<file path="src/rtl/hfp_pkg.sv">
package hfp_pkg;
  // Default sizes shared by the prefetcher and its checker
  localparam int DEF_ADDR_W     = 32;
  localparam int DEF_LINE_BYTES = 64;
  localparam int DEF_CMP_BITS   = 8;
  localparam int DEF_HINT_W     = 12;
  localparam int DEF_DEPTH_W    = 3;
endpackage

</file>
<file path="src/rtl/hfp_word_qualify.sv">
// Marks each word of a line that should become a prefetch
module hfp_word_qualify #(
  parameter int ADDR_W     = hfp_pkg::DEF_ADDR_W,
  parameter int LINE_BYTES = hfp_pkg::DEF_LINE_BYTES,
  parameter int CMP_BITS   = hfp_pkg::DEF_CMP_BITS,
  parameter int HINT_W     = hfp_pkg::DEF_HINT_W,
  localparam int WORDS     = LINE_BYTES / (ADDR_W / 8),
  localparam int OFF_W     = $clog2(LINE_BYTES),
  localparam int WSH       = $clog2(ADDR_W / 8)
) (
  input  logic [ADDR_W-1:0]       line_addr,
  input  logic [LINE_BYTES*8-1:0] line_data,
  input  logic [OFF_W-1:0]        byte_off,
  input  logic [HINT_W-1:0]       hint,
  input  logic                    depth_ok,
  output logic [WORDS-1:0]        keep
);
  localparam int EXT_W = WORDS + HINT_W;

  logic [OFF_W-WSH-1:0] acc_word;
  logic [EXT_W-1:0]     hint_at_word;

  // Move the hint vector so bit i lands on word (accessed word + i);
  // bits falling off the top of the line are discarded
  assign acc_word     = byte_off[OFF_W-1:WSH];
  assign hint_at_word = EXT_W'(hint) << acc_word;

  for (genvar w = 0; w < WORDS; w++) begin : g_word
    logic [ADDR_W-1:0] val;
    logic              looks_ptr;
    logic              same_line;
    assign val       = line_data[w*ADDR_W +: ADDR_W];
    assign looks_ptr = val[ADDR_W-1 -: CMP_BITS] == line_addr[ADDR_W-1 -: CMP_BITS];
    assign same_line = val[ADDR_W-1:OFF_W] == line_addr[ADDR_W-1:OFF_W];
    assign keep[w]   = depth_ok & looks_ptr & ~same_line & hint_at_word[w];
  end
endmodule

</file>
<file path="src/rtl/hfp_pick_lowest.sv">
// Finds the lowest set bit of a pending mask
module hfp_pick_lowest #(
  parameter int N       = 16,
  localparam int IDX_W  = $clog2(N)
) (
  input  logic [N-1:0]     mask,
  output logic             any,
  output logic [IDX_W-1:0] idx
);
  always_comb begin
    idx = '0;
    for (int i = N - 1; i >= 0; i--) begin
      if (mask[i]) idx = IDX_W'(i);
    end
  end
  assign any = |mask;
endmodule

</file>
<file path="src/rtl/hint_ptr_prefetch.sv">
module hint_ptr_prefetch #(
  parameter int ADDR_W     = hfp_pkg::DEF_ADDR_W,
  parameter int LINE_BYTES = hfp_pkg::DEF_LINE_BYTES,
  parameter int CMP_BITS   = hfp_pkg::DEF_CMP_BITS,
  parameter int HINT_W     = hfp_pkg::DEF_HINT_W,
  parameter int DEPTH_W    = hfp_pkg::DEF_DEPTH_W,
  localparam int WORDS     = LINE_BYTES / (ADDR_W / 8),
  localparam int OFF_W     = $clog2(LINE_BYTES),
  localparam int IDX_W     = $clog2(WORDS)
) (
  input  logic                    clk,
  input  logic                    rst,
  input  logic                    in_valid,
  output logic                    in_ready,
  input  logic [ADDR_W-1:0]       in_line_addr,
  input  logic [LINE_BYTES*8-1:0] in_line_data,
  input  logic [OFF_W-1:0]        in_byte_off,
  input  logic [HINT_W-1:0]       in_hint,
  input  logic [DEPTH_W-1:0]      in_depth,
  input  logic [DEPTH_W-1:0]      max_depth,
  output logic                    pf_valid,
  input  logic                    pf_ready,
  output logic [ADDR_W-1:0]       pf_addr,
  output logic [DEPTH_W-1:0]      pf_depth
);
  logic [LINE_BYTES*8-1:0] line_q;
  logic [ADDR_W-1:0]       addr_q;
  logic [DEPTH_W-1:0]      depth_q;
  logic [WORDS-1:0]        pend_q;
  logic [WORDS-1:0]        keep;
  logic [DEPTH_W:0]        next_depth;
  logic                    depth_ok;
  logic                    pick_any;
  logic [IDX_W-1:0]        pick_idx;
  logic [ADDR_W-1:0]       pick_word;
  logic                    take_line;
  logic                    advance;

  // The depth limit is applied once, when the line is accepted
  assign next_depth = {1'b0, in_depth} + 1'b1;
  assign depth_ok   = next_depth <= {1'b0, max_depth};

  hfp_word_qualify #(
    .ADDR_W(ADDR_W), .LINE_BYTES(LINE_BYTES),
    .CMP_BITS(CMP_BITS), .HINT_W(HINT_W)
  ) u_qual (
    .line_addr(in_line_addr),
    .line_data(in_line_data),
    .byte_off (in_byte_off),
    .hint     (in_hint),
    .depth_ok (depth_ok),
    .keep     (keep)
  );

  hfp_pick_lowest #(.N(WORDS)) u_pick (
    .mask(pend_q),
    .any (pick_any),
    .idx (pick_idx)
  );

  assign pick_word = line_q[pick_idx*ADDR_W +: ADDR_W];
  assign in_ready  = ~pf_valid & ~(|pend_q);
  assign take_line = in_valid & in_ready;
  assign advance   = ~pf_valid | pf_ready;

  always_ff @(posedge clk) begin
    if (rst) begin
      pend_q   <= '0;
      pf_valid <= 1'b0;
      pf_addr  <= '0;
      pf_depth <= '0;
      line_q   <= '0;
      addr_q   <= '0;
      depth_q  <= '0;
    end else if (take_line) begin
      line_q  <= in_line_data;
      addr_q  <= in_line_addr;
      depth_q <= next_depth[DEPTH_W-1:0];
      pend_q  <= keep;
    end else if (advance) begin
      if (pick_any) begin
        pf_valid         <= 1'b1;
        pf_addr          <= {pick_word[ADDR_W-1:OFF_W], {OFF_W{1'b0}}};
        pf_depth         <= depth_q;
        pend_q[pick_idx] <= 1'b0;
      end else begin
        pf_valid <= 1'b0;
      end
    end
  end
endmodule

</file>
<file path="config.mk">
export PLATFORM = sky130hd
export DESIGN_NAME = hint_ptr_prefetch
export DESIGN_NICKNAME = d
export VERILOG_FILES = /design/src/rtl/hfp_pkg.sv /design/src/rtl/hfp_word_qualify.sv /design/src/rtl/hfp_pick_lowest.sv /design/src/rtl/hint_ptr_prefetch.sv
export SDC_FILE = /design/constraint.sdc
export NUM_CORES = 1
export LEC_CHECK = 0
export BUFFER_PORTS_ARGS = -buffer_cell sky130_fd_sc_hd__buf_2
export CAP_MARGIN = 10
export CELL_PAD_IN_SITES_DETAIL_PLACEMENT = 1
export CELL_PAD_IN_SITES_GLOBAL_PLACEMENT = 2
export CORE_MARGIN = 8
export CORE_UTILIZATION = 33
export DETAILED_ROUTE_END_ITERATION = 12
export HOLD_SLACK_MARGIN = 0.03
export PLACE_DENSITY = 0.95
export SYNTH_ARGS = -nofsm -noshare
export SYNTH_HDL_FRONTEND = slang
export SYNTH_SLANG_ARGS = --single-unit
export TNS_END_PERCENT = 10
</file>
<file path="constraint.sdc">
create_clock -name clk -period 4.2 [get_ports clk]
set_clock_uncertainty 0.05 [all_clocks]
set_input_delay 0.84 -clock clk [delete_from_list [all_inputs] [get_ports clk]]
set_output_delay 0.84 -clock clk [all_outputs]
set_load 0.01 [all_outputs]
</file>
### After elaboration in Yosys (flattened, before gate mapping)

Cells that the tools add are included.
Widths: inputs -> output; s select.

| word-level totals | value |
|---|---|
| bits in registers | 561 |
| output and inout port bits | 37 |
| word-level logic and storage cells | 145 |

| cells by class | value |
|---|---|
| add/subtract/negate cells | 1 |
| $lt $le $gt $ge | 3 |
| eq/ne operators | 32 |
| shifts and indexed selects | 2 |
| multiplexer cells | 22 |
| bitwise operators | 72 |
| reduce and logical (&&, ||, !) cells | 7 |

Operator list:

| cell | number |
|---|---|
| $shiftx 512x10->32 | 1 |
| $eq 26x26->1 | 16 |
| $eq 8x8->1 | 16 |
| $mux 4 | 16 |
| $and 1x1->1 | 50 |
| $mux 16 | 3 |
| $not 1->1 | 19 |
| $and 16x16->16 | 1 |
| $not 16->16 | 1 |
| $reduce_or 16->1 | 1 |
| $shl 12x4->16 | 1 |
| $lt 4x5->1 const B | 1 |
| $add 3x1->4 const B | 1 |
| $demux 1 s4 | 1 |
| $ge 4x1->1 const B | 1 |
| $le 4x3->1 | 1 |
| $reduce_and 2->1 | 2 |
| $reduce_bool 2->1 | 2 |
| $reduce_and 3->1 | 1 |
| $mux 1 | 2 |
| $logic_and 1x1->1 | 1 |
| $or 1x1->1 | 1 |

### Logic depth before layout (Yosys ltp)

| logic depth | value |
|---|---|
| word-level depth | 25 |
| mapped depth | 10 |

### Hierarchy

From an unflattened synthesis, not the netlist that was laid out.

| second synthesis, totals | value |
|---|---|
| cells, all modules | 2991 |
| area total of the unflattened synthesis | 24932.7 um2 |

By module, submodules not included:

| module | times used | cells an instance | area an instance (um2) |
|---|---|---|---|
| hint_ptr_prefetch | 1 | 2238 | 19130.8 |
| hfp_word_qualify | 1 | 719 | 5625.4 |
| hfp_pick_lowest | 1 | 34 | 176.4 |

### Worst setup path after synthesis

Ideal clock, no wire load.

| timing path | value |
|---|---|
| kind | input port to flip-flop |
| from | in in_line_addr[13] |
| to | reg pend_q[14] |
| library setup time | 0.132 ns |
| data arrival time | 2.535 ns |
| data required time | 4.018 ns |
| path slack | 1.483 ns |
| stages on the path | 9 |
| path buffers | 2 |
| path through | clkbuf_1 > clkbuf_1 > xor2_1 > nor4_1 > nand3_1 > nor4_1 > nor3_1 > nand3_1 > a21oi_1 |

| on the way | value |
|---|---|
| cells in the longest elaborated chain, start to end | 5 |

Ends and longest elaborated chain:

| what | line | RTL |
|---|---|---|
| from (decl) | hint_ptr_prefetch.sv:15 | `input logic [ADDR_W-1:0] in_line_addr,` |
| $eq 26x26->1 | hfp_word_qualify.sv:34 | `assign same_line = val[ADDR_W-1:OFF_W] == line_addr[ADDR_W-1:OFF_W];` |
| $not 1->1 | hfp_word_qualify.sv:35 | `assign keep[w] = depth_ok & looks_ptr & ~same_line & hint_at_word[w];` |
| $and 1x1->1 (2 in series) | hfp_word_qualify.sv:35 |  |
| $mux 16 | hint_ptr_prefetch.sv:75 | `end else if (take_line) begin` |
| to (signal assigned) | hint_ptr_prefetch.sv:79 | `pend_q <= keep;` |
| to (decl) | hint_ptr_prefetch.sv:29 | `logic [WORDS-1:0] pend_q;` |

No other way between the ends.
A chain may end at the register's enable or synchronous reset.

### Worst setup path in the final report

| timing path | value |
|---|---|
| from | reg pend_q[0] |
| to | out in_ready |

| on the way | value |
|---|---|
| cells in the longest elaborated chain, start to end | 3 |

Ends and longest elaborated chain:

| what | line | RTL |
|---|---|---|
| $reduce_or 16->1 | hint_ptr_prefetch.sv:62 | `assign in_ready = ~pf_valid & ~(\|pend_q);` |
| $not 1->1 | hint_ptr_prefetch.sv:62 |  |
| $and 1x1->1 | hint_ptr_prefetch.sv:62 |  |
| to (decl) | hint_ptr_prefetch.sv:14 | `output logic in_ready,` |

No other way between the ends.

==> run metrics <==
Synth cell types 60; global placer's final weighted congestion 0.895; status completed; Tmin final 3400 ps; average wire per standard cell 27.3 um; final WL 126 mm; Hold Path Depth 2; DRT antenna net count 0; CP max-delay cell nor4_2; Worst setup SP type flop; Sequential Power Share 0.408; Int Pwr 8.37 mW; cell area after synthesis 0.0245 mm2; CP max FO 7; Worst-Skew Late Latency 630 ps; Top delay family on crit path simple AND/OR/NAND/NOR gates; FP Rows 100; most common cell in the synthesized netlist nand2_1; combinational share of power 0.151; vias per std cell 5.61; IO Pins 609; drt drc 0; die area 0.0831 mm2; via count 25859; post-synthesis instance total 3212; pre-CTS setup slack 916 ps; compound-cell area share of the yosys netlist 0.196; WHS 403 ps; Synth area leaders dfxtp_1 38%, nand2_1 14%, a21oi_1 10%, xnor2_1 9.6%, xor2_1 5.4%; Final Max Slew Viols 0; root buf cell clkbuf_16; PwrDens 392 mW/mm2; postcts setup bufs 0; critical path, cell by cell nor4_2 > nand4_1 > nor2_1 > buf_2; Yosys reg bits 465; TritonCTS Sinks 465; area of the multi-input gates 0.0141 mm2; die height 288 um; Hold Crit Class flop to flop; synth warn 0; Syn Area/Cell 7.62 um2; TritonCTS Buffers 55; adder-cell area share of the yosys netlist 0.00204; Setup TNS 0 ps; CP required 3310 ps; initial antenna violation count 26; CTS tree yes; worst r2r dst pf_addr[17]; clock share of power 0.441; R2R setup slack 850 ps; hpwl dp 94.9 mm; max cap viols 0; slew margin rel. 0.271; Stages on worst setup path 4; critical path class flop to primary output; grt total ovfl 0; Post-synth ARST share 0; Sw Ratio 0.284; area grow syn2layout 22.0%; first-pass GRT wire length 177 mm; Reg area 0.00931 mm2; Psw 3.33 mW; CP Capture Point in_ready; Critical path buffers and inverters 1; GRT Total Usage 0.288; Placed Cells 4488; maximum VDD drop 0.000295 V; Commonest cells post-synth 943 x nand2_1, 503 x a21oi_1, 465 x dfxtp_1, 267 x xnor2_1, 237 x clkbuf_1; most used flip-flop cell after synthesis dfxtp_1; unrepaired setup endpoints after global routing no; CP arrival 2510 ps; Slew @ Worst Pin 1090 ps; vias in the first global route 26089; Synth top area share 0.380; Non-Filler Instances 4607; CP Capture Type primary output; first-iteration detailed-routing DRC count 2487; Final #Nets 4152; Post-CTS Hold Buffers 0; post-synthesis simple-gate area fraction 0.203; worst r2r path cells 7; sequential area share after synthesis 0.380; Die Wd 288 um; Post-Synth XOR/XNOR Area 0.149; Filler Cells Inserted 9175; P_leak 11.5 nW; largest family of logic cells by synthesized area simple AND/OR/NAND/NOR gates; H-tree lvl count 2; Yosys top cell by area dfxtp_1; Pre-antenna DRT Iters 5; number of synthesized flops with an enable pin 0; clk buf depth 3; reg-to-reg startpoint pend_q[5]; post_cts resized 0; crit-path max cell delay 610 ps; Port Buffers 498; fmax 294 MHz; Core ar. 0.0739 mm2; total power 11.7 mW; layout cells sized above 1 0.191; Worst-path clk slew 60 ps; Initial Util 0.331; PnR worst setup slack 802 ps; Setup violations, final 0; launch point of the worst path pend_q[0]; Hold Vio Cnt, Final 0; fin crit share 0.809; mux cell area share after synthesis 0.0251; largest net degree at the start of global routing 213
power groups by stage:
| stage | Clock (mW) | Sequential (mW) | Combinational (mW) |
|---|---|---|---|
| after floorplan | 0 | 4.83 | 0.978 |
| after global placement | 0 | 4.86 | 1.70 |
| after CTS | 5.21 | 4.77 | 1.74 |
| after detailed placement | 0 | 4.87 | 1.73 |
| final | 5.16 | 4.78 | 1.76 |
| after global routing | 5.38 | 4.80 | 1.88 |
sequential cells by signal, summed over array words and instances (netlist names):
signal    cells
pend_q       16
pf_depth      3
pf_addr      26
depth_q       3
line_q      416
pf_valid      1
stage by stage:
stage           util  instance area [um2]
2_1_floorplan      -                24500
3_3_place_gp   0.377                27900
3_5_place_dp   0.377                27900
4_1_cts        0.403                29800
5_1_grt        0.403                29800
6_report       0.404                29900
routing by layer:
layer / global-route usage / share of wire / vias up
met3: 0.0545 / 0.086 / 218
met4: 0.0919 / 0.033 / 16
li1: - / - / 11672
met2: 0.466 / 0.46 / 1118
met1: 0.384 / 0.42 / 12835
met5: 0 / 0.00087 / -
worst min-delay path, stage by stage (launching register included):
cell	delay [ps]
dfxtp_1	310
nand2_1	50
a21oi_1	50
worst min path at each step:
| stage | startpoint | endpoint | slack (ps) |
|---|---|---|---|
| 2_1_floorplan | line_q[167] | line_q[167] | 380 |
| 3_5_place_dp | line_q[445] | line_q[445] | 390 |
| 6_report | line_q[172] | line_q[172] | 400 |
| 4_1_cts | in_depth[0] | depth_q[0] | 370 |
| 5_1_grt | in_depth[0] | depth_q[0] | 400 |
| 3_3_place_gp | line_q[159] | line_q[159] | 390 |
cells in the final DEF (no fill, tap or decap), types with 26 or more instances in the layout:
cell       synthesis  final
nand4_1           75     75
a22o_1            53     53
xor2_1           150    150
o21ai_1           38     39
o21ai_0           38     37
buf_4              6     64
xnor2_1          267    267
a32o_1            52     52
a21oi_1          503    503
o21bai_1          26     26
clkbuf_16          0     55
mux2i_1           49     49
nor2_1            53     51
buf_2             17    497
nand3_1           27     27
nand2_1          943    943
dfxtp_1          465    465
a41oi_1           26     26
nor4_1            44     44
cells by family (layout without fill, tap and decap cells):
| kind of cell | after synthesis | count (layout) |
|---|---|---|
| buffers and inverters | 276 | 678 |
| xor gates and xnor gates | 417 | 417 |
| adders and majority gates | 4 | 4 |
| AOI/OAI and AO/OA | 795 | 795 |
| muxes | 60 | 60 |
| DFF | 465 | 465 |
| and+or+nand+nor | 1194 | 1194 |
| other | 1 | 25 |
final cells by class:
class | instances | area share
Multi-Input combinational cell | 2476 | 0.474
Sequential cell | 465 | 0.312
Timing Repair Buffer | 574 | 0.108
Clock buffer | 75 | 0.0530
Tap cell | 969 | 0.0406
Clock inverter | 25 | 0.0111
Antenna cell | 19 | 0.00159
Inverter | 4 | 0.000503
Power figures use the tool's default switching activity.
